===== src/rtl/irq_arb_pkg.sv =====
package irq_arb_pkg;

   // What an acknowledge did in a given cycle
   typedef enum logic [1:0] {
      ACK_IDLE  = 2'd0,   // no acknowledge this cycle
      ACK_SERVE = 2'd1,   // acknowledge met an eligible, armed request
      ACK_EMPTY = 2'd2    // acknowledge with nothing eligible
   } ack_kind_e;

   // Number of bits needed to index a level
   function automatic int unsigned lvl_bits(input int unsigned n);
      return (n <= 2) ? 1 : $clog2(n);
   endfunction

endpackage


===== src/rtl/irq_prio_enc.sv =====
module irq_prio_enc #(
   parameter int unsigned N = 8,
   localparam int unsigned W = irq_arb_pkg::lvl_bits(N)
) (
   input  logic [N-1:0] act,
   output logic         any,
   output logic [W-1:0] win
);

   logic [N:0]   hi_act;   // hi_act[i]: some level >= i is active
   logic [N-1:0] grant;

   assign hi_act[N] = 1'b0;

   for (genvar i = N - 1; i >= 0; i--) begin : g_chain
      assign hi_act[i] = hi_act[i+1] | act[i];
      assign grant[i]  = act[i] & ~hi_act[i+1];
   end

   assign any = hi_act[0];

   always_comb begin
      win = '0;
      for (int i = 0; i < N; i++) begin
         if (grant[i]) win = win | W'(i);
      end
   end

endmodule


===== src/rtl/irq_cpr_reg.sv =====
module irq_cpr_reg #(
   parameter int unsigned RW = 4
) (
   input  logic                   clk,
   input  logic                   rst_n,
   input  logic                   wr,
   input  logic [RW-1:0]          wdata,
   input  irq_arb_pkg::ack_kind_e ack_kind,
   output logic [RW-1:0]          cpr_q,
   output logic                   armed_q,
   output logic [RW-1:0]          cpr_nxt,
   output logic                   armed_nxt
);
   import irq_arb_pkg::*;

   always_comb begin
      cpr_nxt = wr ? wdata : cpr_q;
      if (wr)                         armed_nxt = 1'b1;
      else if (ack_kind == ACK_SERVE) armed_nxt = 1'b0;
      else                            armed_nxt = armed_q;
   end

   always_ff @(posedge clk or negedge rst_n) begin
      if (!rst_n) begin
         cpr_q   <= '0;
         armed_q <= 1'b0;
      end else begin
         cpr_q   <= cpr_nxt;
         armed_q <= armed_nxt;
      end
   end

endmodule


===== src/rtl/irq_gate.sv =====
module irq_gate #(
   parameter int unsigned W  = 3,
   localparam int unsigned RW = W + 1
) (
   input  logic                   clk,
   input  logic                   rst_n,
   input  logic                   any,
   input  logic [W-1:0]           win,
   input  logic [RW-1:0]          cpr_q,
   input  logic [RW-1:0]          cpr_nxt,
   input  logic                   armed_q,
   input  logic                   armed_nxt,
   input  logic                   ack,
   output irq_arb_pkg::ack_kind_e ack_kind,
   output logic                   irq,
   output logic [W-1:0]           vec
);
   import irq_arb_pkg::*;

   function automatic logic passes(input logic a, input logic [W-1:0] lvl,
                                   input logic [RW-1:0] cpr);
      return a & (cpr[RW-1] | (lvl > cpr[W-1:0]));
   endfunction

   logic pass_now, pass_nxt;

   assign pass_now = passes(any, win, cpr_q);
   assign pass_nxt = passes(any, win, cpr_nxt);

   always_comb begin
      if (!ack)                     ack_kind = ACK_IDLE;
      else if (armed_q && pass_now) ack_kind = ACK_SERVE;
      else                          ack_kind = ACK_EMPTY;
   end

   always_ff @(posedge clk or negedge rst_n) begin
      if (!rst_n) begin
         irq <= 1'b0;
         vec <= '0;
      end else begin
         irq <= armed_nxt & pass_nxt;
         if (ack_kind == ACK_SERVE)      vec <= win;
         else if (ack_kind == ACK_EMPTY) vec <= '0;
      end
   end

endmodule


===== src/rtl/prio_irq_arbiter.sv =====
module prio_irq_arbiter #(
   parameter int unsigned NUM_LEVELS = 8,
   localparam int unsigned LVL_W = irq_arb_pkg::lvl_bits(NUM_LEVELS),
   localparam int unsigned CPR_W = LVL_W + 1
) (
   input  logic                  clk,
   input  logic                  rst_n,
   input  logic [NUM_LEVELS-1:0] req_n,
   input  logic [CPR_W-1:0]      cpr_wdata,
   input  logic                  cpr_wr,
   input  logic                  ack,
   output logic                  irq,
   output logic [LVL_W-1:0]      vec
);
   import irq_arb_pkg::*;

   if (NUM_LEVELS < 2 || (NUM_LEVELS & (NUM_LEVELS - 1)) != 0) begin : g_bad_cfg
      $error("prio_irq_arbiter: NUM_LEVELS must be a power of two, at least 2");
   end

   logic [NUM_LEVELS-1:0] req_act;
   logic                  any_req;
   logic [LVL_W-1:0]      win_lvl;
   logic [CPR_W-1:0]      cpr_q, cpr_nxt;
   logic                  armed_q, armed_nxt;
   ack_kind_e             ack_kind;

   assign req_act = ~req_n;

   irq_prio_enc #(.N(NUM_LEVELS)) u_enc (
      .act (req_act),
      .any (any_req),
      .win (win_lvl)
   );

   irq_cpr_reg #(.RW(CPR_W)) u_cpr (
      .clk       (clk),
      .rst_n     (rst_n),
      .wr        (cpr_wr),
      .wdata     (cpr_wdata),
      .ack_kind  (ack_kind),
      .cpr_q     (cpr_q),
      .armed_q   (armed_q),
      .cpr_nxt   (cpr_nxt),
      .armed_nxt (armed_nxt)
   );

   irq_gate #(.W(LVL_W)) u_gate (
      .clk       (clk),
      .rst_n     (rst_n),
      .any       (any_req),
      .win       (win_lvl),
      .cpr_q     (cpr_q),
      .cpr_nxt   (cpr_nxt),
      .armed_q   (armed_q),
      .armed_nxt (armed_nxt),
      .ack       (ack),
      .ack_kind  (ack_kind),
      .irq       (irq),
      .vec       (vec)
   );

endmodule


===== config.mk =====
export PLATFORM = sky130hd
export DESIGN_NAME = prio_irq_arbiter
export DESIGN_NICKNAME = d
export VERILOG_FILES = /design/src/rtl/irq_arb_pkg.sv /design/src/rtl/irq_prio_enc.sv /design/src/rtl/irq_cpr_reg.sv /design/src/rtl/irq_gate.sv /design/src/rtl/prio_irq_arbiter.sv
export SDC_FILE = /design/constraint.sdc
export NUM_CORES = 1
export LEC_CHECK = 0
export CELL_PAD_IN_SITES_DETAIL_PLACEMENT = 1
export CELL_PAD_IN_SITES_GLOBAL_PLACEMENT = 1
export CORE_MARGIN = 5
export CORE_UTILIZATION = 35
export DETAILED_ROUTE_END_ITERATION = 8
export DONT_BUFFER_PORTS = 1
export MAX_ROUTING_LAYER = met4
export PLACE_DENSITY_LB_ADDON = 0.15
export SLEW_MARGIN = 30
export SYNTH_ARGS = -nofsm -noshare
export SYNTH_HDL_FRONTEND = slang
export SYNTH_HIERARCHICAL = 1
export SYNTH_SLANG_ARGS = --single-unit

===== constraint.sdc =====
create_clock -name clk -period 1.8 [get_ports clk]
set_clock_uncertainty 0.2 [all_clocks]
set_input_delay 0.27 -clock clk [delete_from_list [all_inputs] [get_ports clk]]
set_output_delay 0.27 -clock clk [all_outputs]
set_load 0.01 [all_outputs]

==> impl_summary.md <==
Global route
The maximum number of pins on one net before global-route repair is 10. The number of global-route vias before repair is 644. The initial antenna violation count was 0. The global-route wire length before repair is 2900 um. The total global routing track utilization is 15.6%. Global routing finished with a remaining overflow of 0.

Placement
In this run the cell area measured after placement is 853 um^2. The placer's final routability congestion estimate is 0.782. The detailed placer's ending HPWL is 1300 um. The number of port buffers is 0. The number of placed instances with taps included is 102.

Floorplanning
The standard cell core area is 1730 um^2. The placement row count is 15. The width of the chip is 52.7 um. The die covers 2770 um^2.

The overall die height is 52.7 um. The initial core utilization is 36.9%. The number of I/O pins is 20.

Critical path
The critical path launch point is u_cpr/cpr_q[1]$_DFF_PN0_. STA classifies the critical path endpoint as a flop. The worst register-to-register path ends at u_gate/irq$_DFF_PN0_. The family with the most delay on the worst path is compound AO/OA/AOI/OAI gates. The arrival time of the worst setup path is 2.07 ns.

The critical path in this run is classified as reg2reg. The cell count of the worst reg-to-reg path is 8. The critical path data required time is 1.79 ns. Among all stages on the critical path, the largest delay is contributed by a2111oi_4. Counting both buffers and inverters, the worst setup path holds a total of 1. The biggest fanout along the worst timing path is 3. In this run the critical register-to-register path is launched from u_cpr/cpr_q[1]$_DFF_PN0_.

The largest single stage delay on the critical path is 0.49 ns. The signal on the critical path passes through inv_2 > ha_4 > a2111oi_4 > o31a_1 > nand2b_4 > a21o_4 > nand3_2 > a21oi_2. The critical path runs through a total of 8 cells. The kind of launch point of the worst setup path is a flop. The worst setup path endpoint is u_gate/irq$_DFF_PN0_. The worst setup slack for register-to-register paths is -0.28 ns.

Timing
The number of pins exceeding their max-slew limit in the final report is 0. The final critical path takes up 115% of the cycle. The number of endpoints with negative hold slack in the final report is 1.

Headroom to the max-slew limit came out at 70.7%. After layout, the minimum clock period comes to 2.08 ns. Setup violations remaining at the end of the flow were counted as 5. Based on the critical path, the design can be clocked at up to 481 MHz. The slew of the pin with the lowest slew margin is 0.438 ns. Setup repair after global routing could not meet its margin everywhere. The worst hold margin is -0.000651 ns.

Once routing completed, OpenROAD measured the worst setup slack at -0.279 ns.

Route
The first-pass iteration count of the detailed router is 4. The total routed wirelength is 2280 um. The count of nets left with antenna violations once routing finished came out at 0. In the routed design, unresolved DRC markers number 0. The number of vias per cell is 5.08.

Detailed routing inserted a total of 600 vias. For this block, the initial DRC count from the detailed router was 3. Dividing the detail-routed wire length by the instance count gives 19.4 um.

Cells and area
Cells with a size suffix above 1 make up 52.7% of the layout. The count of placed standard cells in the final layout, fillers left out is 118. The count of inserted antenna diode cells is 0.

The synthesis-to-finish area growth is 72.9%. The final design area excluding fillers is 1100 um^2. For this run, the post-layout net count is 116.

Clock tree
The TritonCTS buffer count is 3. The CTS tree is built. The tree is rooted in a clkbuf_4.

The number of sinks on the clock net is 9. The clock tree buffer depth is 2. For the worst-skew pair, the clock arrives at the later sink with an insertion delay of 0.27 ns. Clock-pin slew was measured on the worst setup and hold paths at 0.07 ns.

The maximum level of the CTS H-tree is 1.

Logic synthesis
The dominant register cell in the synthesized netlist is dfrtp_1. The fraction of registers with async set or reset after synthesis is 100%. The cell with the most instances after synthesis is inv_1. The number of flops mapped to enable cells by yosys is 0.

Summing the sequential cell areas from Yosys gives 35.4% of the chip area. The synthesized design devotes to its leading area cell type 35.4% of total area. By count the netlist is led by 19 x inv_1, 9 x dfrtp_1, 6 x ha_1. Synthesis handed over a netlist of 70 instances. The synthesized area divided by synthesized cell count is 9.10 um^2. The total of flip-flops plus latches after synthesis is 9. By area the synthesized netlist is led by dfrtp_1 35%, ha_1 12%, inv_1 11%. The synthesized netlist occupies a cell area of 637 um^2. The total of warnings raised by yosys is 6. When the netlist entered floorplanning its net count stood at 92. Of all cell types, the one taking the most synthesized area is dfrtp_1. The number of distinct library cell variants in the gate-level netlist after synthesis is 25.

Outcome
The checks that failed: hold timing, setup timing. The flow ran to the end, but the final reports show violations.

Power and ir drop
VDD sags by at most 0.000316 V. The analysis attributes to cell leakage a power of 0.473 nW. The power per cell area is 682 nW/um^2.

Hold path
The class of the worst hold path is in2reg.

Run
The reported max-cap violation count is 0.
layout by cell type, fill, tap and decap left out:
cell type      instances
a2111oi_4              1
a21o_4                 1
a21oi_2                1
a21oi_4                2
buf_4                 11
clkbuf_1               1
clkbuf_4               3
clkinv_8               1
dfrtp_1                9
dlygate4sd3_1          9
ha_1                   3
ha_4                   3
inv_1                  9
inv_16                 2
inv_2                  4
inv_4                  4
inv_6                  1
mux2_2                 4
nand2_1                1
nand2b_4               1
nand3_1                3
nand3_2                1
nand4_1                1
nand4b_1               2
nor2_1                 3
nor2_2                 1
nor2_4                 1
nor2b_1                1
nor4_4                 1
o21ai_1                1
o311ai_4               1
o31a_1                 1
o31ai_4                2
o32ai_2                2
o32ai_4                1
layout make-up:
type / instances / area [um^2]
inverter: 21 / 139
sequential: 9 / 225
clock buffer: 4 / 26.3
fill: 184 / 626
timing repair buffer: 20 / 173
tap: 25 / 31.3
multi-input combinational: 39 / 507
metrics by stage:
step | total power, W | utilization, % | TNS [ns] | setup WS, ns
floorplan | 0.000411 | - | -0.546 | -0.327
global placement | 0.000453 | 49.4 | -0.992 | -0.417
detailed placement | 0.000459 | 49.4 | -1.18 | -0.465
CTS | 0.000659 | 57.5 | -0.152 | -0.131
global route | 0.000791 | 63.8 | -1.04 | -0.345
finish | 0.000751 | 63.8 | -0.713 | -0.279
how the worst min path moves through the flow:
stage	end	cells after the start	slack [ns]	from
5_1_grt	u_cpr/cpr_q[3]$_DFF_PN0_	1	-0.004	cpr_wdata[3]
2_1_floorplan	u_cpr/armed_q$_DFF_PN0_	0	-0.23	rst_n
6_report	u_cpr/cpr_q[3]$_DFF_PN0_	1	-0.0007	cpr_wdata[3]
4_1_cts	u_cpr/armed_q$_DFF_PN0_	1	-0.07	cpr_wr
3_3_place_gp	u_cpr/cpr_q[2]$_DFF_PN0_	0	-0.23	rst_n
3_5_place_dp	u_cpr/cpr_q[2]$_DFF_PN0_	0	-0.23	rst_n
per-layer routing:
metal | routed length (um) | part of all wire (%) | global-route usage, %
met5 | 0 | 0 | -
met1 | 896 | 39 | 16.7
met4 | 41 | 1.8 | 6.38
met3 | 74 | 3.2 | 2.56
met2 | 1270 | 56 | 28.1
power by group:
group,switching [W],internal [W],total [W]
logic,0.000148,0.000160,0.000308
registers,0.0000385,0.000234,0.000272
clock network,0.0000852,0.0000859,0.000171
repair_timing:
action	4_1_cts	5_1_grt
pin swaps	3	6
hold endpoints to repair	16	1
hold buffers	8	1
buffers inserted	0	3
endpoints found under the setup margin	2	2
gates resized for setup	6	10
cells by family (layout without fill, tap and decap cells):
family	count (synthesis)	in the layout	share of synthesized area [%]
flip-flops	9	9	35.4
multiplexers	4	4	7.07
AO/OA/AOI/OAI	13	13	19.5
buffers and inverters	22	45	13.0
adder cells (fa/ha/maj)	6	6	11.8
AND/OR/NAND/NOR	16	16	13.4
sequential cells by signal, summed over array words and instances (netlist names):
name / count
u_cpr/cpr_q: 4
u_gate/irq: 1
u_cpr/armed_q: 1
u_gate/vec: 3
worst reg2reg max path: stages (launching register included):
cell and delay, ns:
dfrtp_1 0.38, inv_2 0.08, ha_4 0.20, a2111oi_4 0.49
o31a_1 0.19, nand2b_4 0.12, a21o_4 0.12, nand3_2 0.08
a21oi_2 0.14
Power figures use the tool's default switching activity.
